$ cat src/rtl/sc_wait_pkg.sv
package sc_wait_pkg;
  localparam int unsigned NUM_TMR = 3;

  typedef enum int unsigned {
    TMR_WORK  = 0,
    TMR_BLOCK = 1,
    TMR_CHAR  = 2
  } tmr_idx_e;
endpackage

$ cat src/rtl/sc_rst_sync.sv
module sc_rst_sync #(
  parameter int unsigned STAGES = 2
) (
  input  logic clk_i,
  input  logic rst_ni,
  output logic rst_sync_no
);
  logic [STAGES-1:0] sync_q;
  logic [STAGES-1:0] sync_d;

  always_comb begin
    sync_d = {sync_q[STAGES-2:0], 1'b1};
  end

  always_ff @(posedge clk_i or negedge rst_ni) begin
    if (!rst_ni) sync_q <= '0;
    else         sync_q <= sync_d;
  end

  assign rst_sync_no = sync_q[STAGES-1];
endmodule

$ cat src/rtl/sc_wait_chan.sv
module sc_wait_chan #(
  parameter int unsigned CNT_W = 16
) (
  input  logic             clk_i,
  input  logic             rst_ni,
  input  logic [CNT_W-1:0] lim_i,
  input  logic             restart_i,
  input  logic             clr_i,
  output logic             flag_o
);
  logic [CNT_W-1:0] cnt_q, cnt_d;
  logic             cnt_en;
  logic             flag_q, flag_d;
  logic             timeout;

  // The count stops once it reaches the limit.
  assign timeout = (cnt_q >= lim_i);

  always_comb begin
    cnt_en = restart_i || !timeout;
    cnt_d  = restart_i ? '0 : cnt_q + 1'b1;
  end

  always_ff @(posedge clk_i or negedge rst_ni) begin
    if (!rst_ni)     cnt_q <= '0;
    else if (cnt_en) cnt_q <= cnt_d;
  end

  // The flag is sticky until cleared. A restart wins over a timeout seen in the same cycle.
  always_comb begin
    if (clr_i) flag_d = 1'b0;
    else       flag_d = flag_q || (timeout && !restart_i);
  end

  always_ff @(posedge clk_i or negedge rst_ni) begin
    if (!rst_ni) flag_q <= 1'b0;
    else         flag_q <= flag_d;
  end

  assign flag_o = flag_q;

  assert_hold_at_limit_R7: assert property (@(posedge clk_i) disable iff (!rst_ni)
    (timeout && !restart_i && $stable(lim_i)) |=> (cnt_q == $past(cnt_q)));

  assert_restart_zero_R6: assert property (@(posedge clk_i) disable iff (!rst_ni)
    restart_i |=> (cnt_q == '0));

  assert_restart_beats_clear_R6: assert property (@(posedge clk_i) disable iff (!rst_ni)
    (restart_i && clr_i) |=> !flag_o);

  assert_clear_drops_R4: assert property (@(posedge clk_i) disable iff (!rst_ni)
    clr_i |=> !flag_o);

  assert_reassert_R4: assert property (@(posedge clk_i) disable iff (!rst_ni)
    (timeout && !restart_i && !clr_i) |=> flag_o);

  assert_sticky_R9: assert property (@(posedge clk_i) disable iff (!rst_ni)
    (flag_o && !clr_i) |=> flag_o);
endmodule

$ cat src/rtl/sc_irq_merge.sv
module sc_irq_merge #(
  parameter int unsigned N = 3
) (
  input  logic [N-1:0] flag_i,
  input  logic [N-1:0] en_i,
  output logic         irq_o
);
  always_comb begin
    irq_o = 1'b0;
    for (int i = 0; i < N; i++) begin
      irq_o = irq_o | (flag_i[i] & en_i[i]);
    end
  end
endmodule

$ cat src/rtl/sc_wait_timers.sv
module sc_wait_timers
  import sc_wait_pkg::*;
#(
  parameter int unsigned CNT_W = 16
) (
  input  logic             clk_i,
  input  logic             rst_ni,
  input  logic [CNT_W-1:0] lim_work_i,
  input  logic [CNT_W-1:0] lim_block_i,
  input  logic [CNT_W-1:0] lim_char_i,
  input  logic             rx_char_i,
  input  logic             tx_blk_start_i,
  input  logic [2:0]       clr_i,
  input  logic [2:0]       en_i,
  output logic [2:0]       flag_o,
  output logic             irq_o
);
  logic               rst_int_n;
  logic [CNT_W-1:0]   lim [NUM_TMR];
  logic [NUM_TMR-1:0] restart;
  logic [NUM_TMR-1:0] flags;

  sc_rst_sync #(.STAGES(2)) u_rst_sync (
    .clk_i       (clk_i),
    .rst_ni      (rst_ni),
    .rst_sync_no (rst_int_n)
  );

  always_comb begin
    lim[TMR_WORK]      = lim_work_i;
    lim[TMR_BLOCK]     = lim_block_i;
    lim[TMR_CHAR]      = lim_char_i;
    restart[TMR_WORK]  = rx_char_i;
    restart[TMR_BLOCK] = tx_blk_start_i;
    restart[TMR_CHAR]  = rx_char_i;
  end

  for (genvar g = 0; g < NUM_TMR; g++) begin : g_chan
    sc_wait_chan #(.CNT_W(CNT_W)) u_chan (
      .clk_i     (clk_i),
      .rst_ni    (rst_int_n),
      .lim_i     (lim[g]),
      .restart_i (restart[g]),
      .clr_i     (clr_i[g]),
      .flag_o    (flags[g])
    );
  end

  sc_irq_merge #(.N(NUM_TMR)) u_merge (
    .flag_i (flags),
    .en_i   (en_i),
    .irq_o  (irq_o)
  );

  assign flag_o = flags;

  assert_masked_quiet_R8: assert property (@(posedge clk_i) disable iff (!rst_int_n)
    ((flags & en_i) == '0) |-> !irq_o);

  assert_gated_raise_R8: assert property (@(posedge clk_i) disable iff (!rst_int_n)
    ((flags & en_i) != '0) |-> irq_o);

  always_ff @(posedge clk_i) begin
    if (!rst_int_n) begin
      assert_reset_clear_R10: assert (flag_o == '0 || !rst_ni);
    end
  end
endmodule

$ cat config.mk
export PLATFORM = sky130hd
export DESIGN_NAME = sc_wait_timers
export DESIGN_NICKNAME = d
export VERILOG_FILES = /design/src/rtl/sc_wait_pkg.sv /design/src/rtl/sc_rst_sync.sv /design/src/rtl/sc_wait_chan.sv /design/src/rtl/sc_irq_merge.sv /design/src/rtl/sc_wait_timers.sv
export SDC_FILE = /design/constraint.sdc
export NUM_CORES = 1
export LEC_CHECK = 0
export ABC_AREA = 1
export BUFFER_PORTS_ARGS = -buffer_cell sky130_fd_sc_hd__buf_2
export CAP_MARGIN = 5
export CORE_ASPECT_RATIO = 1.75
export CORE_MARGIN = 2
export CORE_UTILIZATION = 64
export CTS_BUF_LIST = sky130_fd_sc_hd__clkbuf_8
export DETAILED_ROUTE_END_ITERATION = 8
export PLACE_DENSITY = 0.88
export SYNTH_ARGS = -nofsm -noshare
export SYNTH_HDL_FRONTEND = slang
export SYNTH_SLANG_ARGS = --single-unit
$ cat constraint.sdc
create_clock -name clk_i -period 3.5 [get_ports clk_i]
set_clock_uncertainty 0.05 [all_clocks]
set_input_delay 0.35 -clock clk_i [delete_from_list [all_inputs] [get_ports clk_i]]
set_output_delay 0.35 -clock clk_i [all_outputs]
set_load 0.03 [all_outputs]
* Word level (Yosys, flattened, before mapping)
Cells that the tools add are included.
** Word-level totals
- Flip-flop bits (word level) :: 53
- Output and inout bits :: 4
- Logic and storage cells :: 38
** Cells by class
- Add/sub/neg operators :: 3
- Order comparisons :: 3
- Multiplexer cells :: 6
- Bitwise gates (word level) :: 5
- Reductions and logical operators :: 14
** Operators with widths (count)
- $add 16x1->16 const B :: 3
- $ge 16x16->1 :: 3
- $mux 16 :: 3
- $logic_or 1x1->1 :: 6
- $logic_not 1->1 :: 5
- $and 1x1->1 :: 3
- $logic_and 1x1->1 :: 3
- $mux 1 :: 3
- $or 1x1->1 :: 2

* Depth between registers and ports, before layout
- Depth in word-level cells :: 4
- Gate-level depth with buffers :: 14
- Depth with buffers taken out :: 14

* Hierarchy
A second synthesis with hierarchy kept.
** Second synthesis, totals
- Cell total of the unflattened synthesis :: 616
- Area total of the unflattened synthesis :: 4495.6 µm²
** Modules (own cells, without submodules)
- sc_wait_chan :: instances 3, cells an instance 203, area an instance 1475.2 µm², seq. area each 425.4 µm²
- sc_rst_sync :: instances 1, cells an instance 3, area an instance 53.8 µm², seq. area each 50.0 µm²
- sc_irq_merge :: instances 1, cells an instance 4, area an instance 16.3 µm², seq. area each 0.0 µm²

* Least setup slack after synthesis
Ideal clock, no wire load.
- Path type :: reg2reg
- From :: reg g_chan[0].u_chan.cnt_q[7]
- To :: reg g_chan[0].u_chan.cnt_q[7]
- Library setup time :: 0.127 ns
- Arrival :: 1.505 ns
- Required time :: 3.323 ns
- Path slack :: 1.818 ns
- Stages on the path, launching flop included :: 12
- Cells stage by stage :: dfrtp_1 ha_1 nand2_1 inv_1 nor2_1 o21a_1 nand2_1 nand2_1 nand2_4 buf_6 nand3_1 o21ai_0
** On the way
- Cells in the longest elaborated chain, start to end :: 3
** Ends and longest elaborated chain
- start, declared :: RTL line sc_wait_chan.sv:11 : logic [CNT_W-1:0] cnt_q, cnt_d;
- start signal, assigned :: RTL line sc_wait_chan.sv:26 : else if (cnt_en) cnt_q <= cnt_d;
- $ge 16x16->1 :: RTL line sc_wait_chan.sv:17 : assign timeout = (cnt_q >= lim_i);
- $logic_not 1->1 :: RTL line sc_wait_chan.sv:20 : cnt_en = restart_i || !timeout;
- $logic_or 1x1->1 :: RTL line sc_wait_chan.sv:20
Several ways; a longest one is shown, not always the timed one.
A chain may end at the register's enable or synchronous reset.

* Final worst setup path
- From :: reg g_chan[2].u_chan.cnt_q[11]
- To :: reg g_chan[2].u_chan.cnt_q[3]
** On the way
- Cells in the longest elaborated chain, start to end :: 3
** Ends and longest elaborated chain (RTL line)
- start, declared :: sc_wait_chan.sv:11
- start signal, assigned :: sc_wait_chan.sv:26
- $ge 16x16->1 :: sc_wait_chan.sv:17
- $logic_not 1->1 :: sc_wait_chan.sv:20
- $logic_or 1x1->1 :: sc_wait_chan.sv:20
No other way between the ends.

==> flow_summary_export.csv <==
group,metric,value,unit
cts,cts.repair_timing.setup_buffer_count,0,
cts,worst_skew_pair_latency,0.30,ns
synth,synth_warnings,0,
cts,tritoncts_clock_tree,"yes",
cts,buffer_levels_on_the_longest_clock_path,2,
synth,synth.avg_cell_area,7.106,um2
floorplan,floorplan.io_pins,62,
worst_setup_path,worstSetupEndpointType,"register",
timing,rsz0062_at_grt,"false",
worst_setup_path,r2r_start,"g_chan[2].u_chan.cnt_q[11]",
detailed_routing,firstDrtPassIters,4,
grt,overflow,0,
synth,ys_async_sr_fraction,1.000,
run_status,outcome,"finished clean",
timing,tightest_slew,0.6215,ns
worst_setup_path,cp_data_arrival_time,2.48,ns
synth,synth-edff-count,0,
detailed_routing,drtAntennaViolNets,0,
synth,syn_inst,617,
floorplan,rows,39,
timing,timing.final.crit_share,0.6737,
cells_and_area,n_antenna_cell,0,
detailed_routing,post_drt_via_cell_ratio,5.425,
grt,antenna_found_initial,0,
timing,relSlewSlack,0.5850,
cells_and_area,area_growth_syn_to_layout,9.189,%
floorplan,die_w,66.57,um
pwr,vdd.ir_drop.worst,214.0,uV
synth,ys_ff_latch,53,
detailed_routing,drc,0,
cells_and_area,num-fill-cells,543,
detailed_routing,detail_route.wl_per_cell,12.50,um
placement,gpl.final_weighted_congestion,0.9159,
synth,yosysSeqAreaShare,0.3025,
worst_setup_path,worst-setup-path-type,"register to register",
synth,yosysTopAreaCellShare,0.3025,
grt,grt_first_pass_wirelength,16110,um
cells_and_area,postLayoutCoreUtil,0.7267,
timing,slew_limit_fails,0,
cts,clockRootBuffer,"clkbuf_8",
cts,ctsHoldBuffers,1,
worst_setup_path,critical_path.endpoint,"g_chan[2].u_chan.cnt_q[3]",
timing,final_period_minus_worst_setup_slack,2.358,ns
cells_and_area,post_route_cells_drive_above_1_share,0.1371,
pwr,leakagePower,0.002673,uW
timing,setup_total_negative_slack,0,ns
cts,cts_max_level,2,
grt,grt.total_usage,0.2668,
pwr,p_per_area,233.5,nW/um2
grt,grt_max_degree,38,
cts,cts.sink_count,53,
synth,synth_area_leader_cell,"dfrtp_1",
timing,timing.final.hold_violations,0,
worst_setup_path,critical_path.reg2reg.endpoint,"g_chan[2].u_chan.cnt_q[3]",
detailed_routing,postRouteWirelength,9409,um
synth,synthFlopType,"dfrtp_1",
detailed_routing,dr_total_vias,4085,
cts,cts_made_buffers,5,
job,drv.max_cap_violation_count,0,
floorplan,coreArea,6588,um2
min_path,min_path_type,"primary input to register",
worst_setup_path,worst_setup_path_startpoint,"g_chan[2].u_chan.cnt_q[11]",
cts,post_cts_resize_count,0,
floorplan,die_h,113.5,um
cells_and_area,design.final.nets,779,
worst_setup_path,critPathMaxFanout,22,
worst_setup_path,cp_data_required_time,3.63,ns
worst_setup_path,r2r.worst_path.cells,9,
placement,place_hpwl,7549,um
cts,clk_transition_reported_paths,0.10,ns
synth,synthTopCellsByArea,"dfrtp_1, ha_1, nand2_1, inv_1, nand3_1",
synth,synthesis.area,4384,um2
worst_setup_path,r2r_setup_slack,1.14,ns
floorplan,floorplan.initialDensity,0.6655,
worst_setup_path,start_kind,"register",
grt,first_global_vias,3949,
timing,final-setup-viol-count,0,
detailed_routing,drtIter0Drc,243,
placement,port_buffers,61,
synth,synth_nets,726,
floorplan,die_area,7554,um2
synth,synthDistinctLibCells,34,
timing,max_freq,424.1,MHz
[layout make-up]
class                   instances  area [um2]  area share
well taps                      82       102.6     0.02143
repair buffers                 63       322.8     0.06743
clock inverters                 3       15.01    0.003136
clock buffers                   5       68.82     0.01438
inverters                      98       367.9     0.07684
multi-input cells             449        2582      0.5395
flip-flops and latches         53        1328      0.2773
[placed cells by master (no fill, tap or decap), drive strengths merged]
cell,n
a21boi,2
o21bai,6
nand2,158
o21ai,30
ha,51
conb,1
clkinv,1
a41oi,1
dfrtp,53
nor3,14
a21oi,23
nand3b,1
clkinvlp,1
inv,99
a31o,1
clkbuf,5
nand3,62
nand4,9
xnor2,5
buf,62
dlygate4sd3,1
xor2,22
nor2,62
o21a,1
[sequential cells by signal, indices dropped and copies added (netlist names)]
signal,cells
u_rst_sync.sync_q,2
g_chan.u_chan.cnt_q,48
g_chan.u_chan.flag_o,3
[report_power, final]
part / leakage [uW] / total [uW] / internal [uW] / switching, uW
sequential: 0.000727 / 640 / 622 / 18.2
combinational: 0.00190 / 143 / 62.8 / 80.1
clock: 0.0000467 / 335 / 136 / 199
[through the flow]
step	setup slack, ns	instance area, um2	hold slack (ns)	cells	power, uW
after floorplan	1.818	4384	0.004409	617	738.2
after global placement	1.241	4693	0.08482	744	786.6
after detailed placement	1.183	4693	0.08595	744	795.7
after CTS	1.162	4787	0.1231	753	1128
after global routing	0.9164	4787	0.1153	753	1179
final	1.142	4787	0.1356	753	1118
[cell usage after synthesis, drive strengths merged, types with 2 or more instances]
cell,n
xor2,22
xnor2,5
nand4,9
a21boi,2
o21bai,6
dfrtp,53
nor2,62
o21ai,30
inv,97
nor3,14
ha,51
nand3,62
buf,16
a21oi,23
nand2,158
[critical path, stage by stage (launching register included)]
cell and delay, ns:
dfrtp_1 0.47, ha_1 0.35, nand2_1 0.06, o21bai_1 0.14
a21oi_1 0.13, nor2_1 0.05, nand2_1 0.35, nand2_2 0.37
nand2_1 0.17, o21ai_1 0.08
[how the worst min path moves through the flow]
stage | start | to | slack, ns | cells past startpoint
2_1_floorplan | rst_ni | u_rst_sync.sync_q[0] | 0.004 | 0
3_3_place_gp | rst_ni | u_rst_sync.sync_q[0] | 0.08 | 1
5_1_grt | clr_i[1] | g_chan[1].u_chan.flag_o | 0.12 | 2
6_report | clr_i[1] | g_chan[1].u_chan.flag_o | 0.14 | 2
4_1_cts | clr_i[1] | g_chan[1].u_chan.flag_o | 0.12 | 2
3_5_place_dp | rst_ni | u_rst_sync.sync_q[0] | 0.09 | 1
[metal layers]
metal | up-vias | wire length, um | global-route usage
met2 | 97 | 5196 | 0.5113
met5 | - | 0 | 0
met1 | 1897 | 3530 | 0.2767
met4 | 0 | 314 | 0.1156
met3 | 24 | 369 | 0.03550
li1 | 2067 | - | -
[cell families after synthesis]
| logic type | share of synthesized area |
|---|---|
| buffers and inverters | 0.1084 |
| XOR/XNOR | 0.05394 |
| other | 0.0008553 |
| adder cells (fa/ha/maj) | 0.1455 |
| AO/OA/AOI/OAI | 0.07991 |
| AND/OR/NAND/NOR | 0.3088 |
| flip-flops | 0.3025 |
(Power assumes the default switching activity.)
